$ cat config.mk
export PLATFORM = sky130hd
export DESIGN_NAME = gpio_evt_out
export DESIGN_NICKNAME = d
export VERILOG_FILES = /design/src/rtl/gpio_evt_pkg.sv /design/src/rtl/gpio_evt_cfg_reg.sv /design/src/rtl/gpio_evt_chan.sv /design/src/rtl/gpio_evt_out_reg.sv /design/src/rtl/gpio_evt_out.sv
export SDC_FILE = /design/constraint.sdc
export NUM_CORES = 1
export LEC_CHECK = 0
export ABC_AREA = 0
export CAP_MARGIN = 20
export CORE_MARGIN = 5
export CORE_UTILIZATION = 50
export DETAILED_ROUTE_END_ITERATION = 12
export PLACE_DENSITY = 0.81
export SETUP_SLACK_MARGIN = 0.5
export SLEW_MARGIN = 20
export SYNTH_ARGS = -nofsm -noshare
export SYNTH_HDL_FRONTEND = slang
export SYNTH_SLANG_ARGS = --single-unit
$ cat constraint.sdc
create_clock -name clk -period 3.36 [get_ports clk]
set_input_delay 0.336 -clock clk [delete_from_list [all_inputs] [get_ports clk]]
set_output_delay 0.336 -clock clk [all_outputs]
set_load 0.05 [all_outputs]
$ cat src/rtl/gpio_evt_pkg.sv
package gpio_evt_pkg;

  // Action codes for one event channel
  typedef enum logic [1:0] {
    ACT_LOAD = 2'd0,
    ACT_SET  = 2'd1,
    ACT_CLR  = 2'd2,
    ACT_TGL  = 2'd3
  } evt_act_e;

  // Fixed layout of one channel configuration byte
  localparam int CFG_W      = 8;
  localparam int CFG_EN_BIT = 7;
  localparam int CFG_ACT_LO = 5;
  localparam int CFG_PID_W  = 5;

  // Word addresses on the register port
  localparam logic [1:0] ADDR_OUT = 2'd0;
  localparam logic [1:0] ADDR_CFG = 2'd1;

endpackage

$ cat src/rtl/gpio_evt_cfg_reg.sv
module gpio_evt_cfg_reg #(
  parameter int DATA_W = 32
) (
  input  logic              clk,
  input  logic              rst_n,
  input  logic              wr_sel,
  input  logic              wprot,
  input  logic [DATA_W-1:0] wdata,
  output logic [DATA_W-1:0] cfg_q
);

  logic              cfg_en;
  logic [DATA_W-1:0] cfg_d;

  // Next-state: a write lands only when it is not locked
  always_comb begin
    cfg_en = wr_sel && !wprot;
    cfg_d  = wdata;
  end

  always_ff @(posedge clk or negedge rst_n) begin
    if (!rst_n) begin
      cfg_q <= '0;
    end else if (cfg_en) begin
      cfg_q <= cfg_d;
    end
  end

endmodule

$ cat src/rtl/gpio_evt_chan.sv
module gpio_evt_chan
  import gpio_evt_pkg::*;
#(
  parameter int NUM_PINS = 32
) (
  input  logic [CFG_W-1:0]    cfg_byte,
  input  logic                strobe,
  input  logic                level,
  input  logic [NUM_PINS-1:0] cur_q,
  output logic [NUM_PINS-1:0] tgt_mask,
  output logic                tgt_val
);

  localparam int PID_W = $clog2(NUM_PINS);

  logic           ch_en;
  evt_act_e       ch_act;
  logic [PID_W-1:0] ch_pid;
  logic           fire;
  logic           cur_bit;

  always_comb begin
    ch_en   = cfg_byte[CFG_EN_BIT];
    ch_act  = evt_act_e'(cfg_byte[CFG_ACT_LO +: 2]);
    ch_pid  = cfg_byte[PID_W-1:0];
    fire    = ch_en && strobe;
    cur_bit = cur_q[ch_pid];

    tgt_mask = '0;
    if (fire) begin
      tgt_mask[ch_pid] = 1'b1;
    end

    unique case (ch_act)
      ACT_LOAD: tgt_val = level;
      ACT_SET:  tgt_val = 1'b1;
      ACT_CLR:  tgt_val = 1'b0;
      ACT_TGL:  tgt_val = ~cur_bit;
      default:  tgt_val = cur_bit;
    endcase
  end

endmodule

$ cat src/rtl/gpio_evt_out_reg.sv
module gpio_evt_out_reg #(
  parameter int NUM_PINS = 32,
  parameter int NUM_CH   = 4
) (
  input  logic                              clk,
  input  logic                              rst_n,
  input  logic                              wr_sel,
  input  logic [NUM_PINS-1:0]               wdata,
  input  logic [NUM_CH-1:0][NUM_PINS-1:0]   tgt_mask,
  input  logic [NUM_CH-1:0]                 tgt_val,
  output logic [NUM_PINS-1:0]               out_q
);

  logic [NUM_PINS-1:0] out_d;
  logic                out_en;

  // Processor data first, then channels in rising order, so the
  // highest-numbered channel has the last word on its bit.
  always_comb begin
    out_d  = wr_sel ? wdata : out_q;
    out_en = wr_sel;
    for (int c = 0; c < NUM_CH; c++) begin
      out_d  = (out_d & ~tgt_mask[c]) | ({NUM_PINS{tgt_val[c]}} & tgt_mask[c]);
      out_en = out_en | (|tgt_mask[c]);
    end
  end

  always_ff @(posedge clk or negedge rst_n) begin
    if (!rst_n) begin
      out_q <= '0;
    end else if (out_en) begin
      out_q <= out_d;
    end
  end

endmodule

$ cat src/rtl/gpio_evt_out.sv
module gpio_evt_out
  import gpio_evt_pkg::*;
#(
  parameter int NUM_PINS = 32,
  parameter int NUM_CH   = 4,
  parameter int ADDR_W   = 2
) (
  input  logic                     clk,
  input  logic                     rst_n,
  input  logic                     reg_wr_en,
  input  logic [ADDR_W-1:0]        reg_addr,
  input  logic [NUM_CH*CFG_W-1:0]  reg_wdata,
  input  logic                     reg_wprot,
  output logic [NUM_CH*CFG_W-1:0]  reg_rdata,
  input  logic [NUM_CH-1:0]        evt_strobe,
  input  logic [NUM_CH-1:0]        evt_level,
  output logic [NUM_PINS-1:0]      pin_out
);

  localparam int DATA_W = NUM_CH * CFG_W;

  logic                            wr_out;
  logic                            wr_cfg;
  logic [DATA_W-1:0]               cfg_q;
  logic [NUM_PINS-1:0]             out_q;
  logic [NUM_CH-1:0][NUM_PINS-1:0] tgt_mask;
  logic [NUM_CH-1:0]               tgt_val;
  logic [DATA_W-1:0]               out_rd;

  always_comb begin
    wr_out = reg_wr_en && (reg_addr == ADDR_W'(ADDR_OUT));
    wr_cfg = reg_wr_en && (reg_addr == ADDR_W'(ADDR_CFG));
  end

  gpio_evt_cfg_reg #(.DATA_W(DATA_W)) u_cfg (
    .clk   (clk),
    .rst_n (rst_n),
    .wr_sel(wr_cfg),
    .wprot (reg_wprot),
    .wdata (reg_wdata),
    .cfg_q (cfg_q)
  );

  for (genvar c = 0; c < NUM_CH; c++) begin : g_ch
    gpio_evt_chan #(.NUM_PINS(NUM_PINS)) u_chan (
      .cfg_byte(cfg_q[c*CFG_W +: CFG_W]),
      .strobe  (evt_strobe[c]),
      .level   (evt_level[c]),
      .cur_q   (out_q),
      .tgt_mask(tgt_mask[c]),
      .tgt_val (tgt_val[c])
    );
  end

  gpio_evt_out_reg #(.NUM_PINS(NUM_PINS), .NUM_CH(NUM_CH)) u_out (
    .clk     (clk),
    .rst_n   (rst_n),
    .wr_sel  (wr_out),
    .wdata   (reg_wdata[NUM_PINS-1:0]),
    .tgt_mask(tgt_mask),
    .tgt_val (tgt_val),
    .out_q   (out_q)
  );

  // Read path
  always_comb begin
    out_rd = '0;
    out_rd[NUM_PINS-1:0] = out_q;
    if (reg_addr == ADDR_W'(ADDR_OUT)) begin
      reg_rdata = out_rd;
    end else if (reg_addr == ADDR_W'(ADDR_CFG)) begin
      reg_rdata = cfg_q;
    end else begin
      reg_rdata = '0;
    end
  end

  assign pin_out = out_q;

endmodule

==> results.sh <==
export IMPL_synth_top_family_by_area="simple AND/OR/NAND/NOR gates"
export IMPL_root_buffer="clkbuf_16"
export IMPL_maxCapViolCount=0
export IMPL_worstSetupStartpointType="flop"
export IMPL_post_dp_cell_area_um2=7990
export IMPL_ant_nets=0
export IMPL_netSwitchingFraction_pct=51.6
export IMPL_synth_edf_count=0
export IMPL_yosysMostFrequentCell="nor2_1"
export IMPL_fmax_mhz=347
export IMPL_grt_busiest_layer="met2"
export IMPL_max_slew_margin_rel_pct=42.0
export IMPL_netlist_top_cells_area="dfrtp_1, mux2i_1, nor2_1"
export IMPL_synth_area_um2=6690
export IMPL_grt_usage_pct=35.2
export IMPL_post_route_util_pct=63.5
export IMPL_power_frac_seq_pct=28.2
export IMPL_met3_usage_pct=15.6
export IMPL_power_switching_mw=3.23
export IMPL_post_synth_and_or_nand_nor_area_fraction_pct=27.5
export IMPL_setup_viol=0
export IMPL_grt_overflow_total=0
export IMPL_worst_slew_pin_slew_ps=870
export IMPL_hold_buffers=0
export IMPL_setup_tns_final_ps=0
export IMPL_yosysUniqueCellTypes=78
export IMPL_worst_clock_skew_ps=8.05
export IMPL_cp_required_ps=3580
export IMPL_num_nets_final=968
export IMPL_comb_power_share_pct=55.4
export IMPL_criticalPathCategory="reg2reg"
export IMPL_leakage_nw=3.08
export IMPL_rsz0062_at_grt="no"
export IMPL_synth_mux_area_fraction_pct=20.7
export IMPL_synthAdderAreaFrac_pct=0
export IMPL_boundaryPins=110
export IMPL_finalCriticalPeriod_ps=2880
export IMPL_cp_max_fo=18
export IMPL_hpwl_um=20200
export IMPL_yosysTopAreaCell="dfrtp_1"
export IMPL_drv_slew=0
export IMPL_ctsLongestPathBuffers=2
export IMPL_synthTopCellsByCount="nor2_1, nand2_1, dfrtp_1"
export IMPL_drc=0
export IMPL_async_flop_share_pct=100
export IMPL_grt_max_degree=37
export IMPL_cp_end_kind="flop"
export IMPL_synthCells=828
export IMPL_met1_usage_pct=43.7
export IMPL_cts_tree="built"
export IMPL_seq_area_frac_synth_pct=23.9
export IMPL_gp_congestion=1.12
export IMPL_drtIter0Drc=1696
export IMPL_synth_net_count=874
export IMPL_diodes=0
export IMPL_synth_xor_area_share_pct=0
export IMPL_dieArea_um2=15800
export IMPL_syn_avg_cell_area_um2=8.08
export IMPL_grt_pass1_vias=7683
export IMPL_cp_arrival_ps=3100
export IMPL_drive_gt1_share_pct=15.6
export IMPL_clockPowerShare_pct=16.4
export IMPL_yosys_warnings=0
export IMPL_power_mw=6.27
export IMPL_start_util_pct=50.7
export IMPL_syn_to_final_growth_pct=25.1
export IMPL_die_w_um=126
export IMPL_synth_compound_area_share_pct=22.7
export IMPL_intPower_mw=3.03
export IMPL_vias=8083
export IMPL_fin_area_um2=8370
export IMPL_power_density_nw_per_um2=749
export IMPL_synth_seq_cells=64
export IMPL_final_hold_viol_count=0
export IMPL_antenna_found_initial=0
export IMPL_die_y_um=126
export IMPL_ir_worst_vdd_uv=371
export IMPL_cts_sinks=64
export IMPL_reg2reg_from="u_cfg.cfg_q[11]$_DFFE_PN0P_"
export IMPL_yosysTopAreaCellShare_pct=23.9
export IMPL_numCtsBuffers=9
export IMPL_hold_slack_ps=91.1
export IMPL_row_count=42
export IMPL_port_buffers=109
export IMPL_grt_pass1_wl_um=43400
export IMPL_clock_latency_ps=360
export IMPL_synthFlopType="dfrtp_1"
export IMPL_wl_um=28900
export IMPL_cp_startpoint="u_cfg.cfg_q[11]$_DFFE_PN0P_"
export IMPL_period_share_pct=85.7
export IMPL_core_area_um2=13200
export IMPL_hp_class="in2async"
export IMPL_met2_usage_pct=49.5
export IMPL_drt_pass1_iterations=7
export IMPL_status="complete, no violations"
export IMPL_avgViaCountPerCell=7.33
export IMPL_htreeDepth=3
export IMPL_clk_transition_reported_paths_ps=60
export IMPL_routedWlPerCell_um=26.2
## cell usage in the layout, fill, tap and decap left out, drive strengths merged, types with 6 or more instances in the layout
cell / n
mux2: 31
nor3: 43
dfrtp: 64
o31ai: 6
nand3: 26
o21ai: 32
a311oi: 9
nand3b: 12
a31oi: 16
a211oi: 23
or2: 10
nor3b: 8
a21oi: 23
a221oi: 12
mux4: 22
inv: 6
nand2: 79
clkbuf: 14
or3: 10
nor4: 6
nor2: 140
clkdlybuf4s50: 107
buf: 44
o22ai: 35
mux2i: 53
nand4: 8
## worst paths after layout
kind / endpoint / slack (ps) / cells past startpoint
setup / recovery: flop / 480 / 7
hold / removal: async pin / 90 / 1
setup reg to reg: flop / 480 / 7
hold reg to reg: u_cfg.cfg_q[22]$_DFFE_PN0P_ / 530 / 1
max in group asynchronous: u_cfg.cfg_q[16]$_DFFE_PN0P_ / 2310 / 2
min in group clk: u_cfg.cfg_q[22]$_DFFE_PN0P_ / 530 / 1
## per-stage QoR
step / std cells / setup WS, ps
after detailed placement: 1081 / 416
after global routing: 1103 / 476
after global placement: 1081 / 532
after floorplan: 828 / 914
after CTS: 1097 / 507
final: 1103 / 479
## power by group through the flow
stage	Clock, mW	Sequential [mW]	Combinational [mW]
detailed placement	0	1.69	3.31
CTS	1.02	1.68	3.33
floorplan	0	1.80	1.98
finish	1.03	1.77	3.47
global placement	0	1.68	3.26
global route	1.05	1.75	3.59
## cells by family (layout without fill, tap and decap cells)
group / count (synthesis) / in the layout
flops: 64 / 64
buf+inv: 74 / 173
simple gates: 377 / 377
compound gates: 207 / 207
mux: 106 / 106
## final cells by class
type	instances	area, µm²
Multi-Input combinational cell	690	4770
Sequential cell	64	1610
Clock buffer	14	284
Clock inverter	2	35.0
Fill cell	1130	4820
Tap cell	176	220
Inverter	6	22.5
Timing Repair Buffer	151	1430
## worst max-delay path: stages (launching register included)
cell	delay, ps
dfrtp_1	590
nand3b_1	490
o221ai_1	300
a21boi_1	160
a21oi_1	700
nand2_1	190
o21ai_0	200
o22ai_1	110
## what timing repair did
action / CTS / global route
endpoints found under the setup margin: 11 / 16
gates resized for setup: 3 / 3
pin swaps: 0 / 2
hold endpoints to repair: 0 / 0
setup buffers: 0 / 5
## routing by layer
layer | up-vias | wire (µm)
li1 | 3356 | -
met1 | 3625 | 9880
met2 | 824 | 11400
met3 | 278 | 5130
met4 | 0 | 2500
met5 | - | 0
Note: power is estimated with default switching activity, not from simulation.
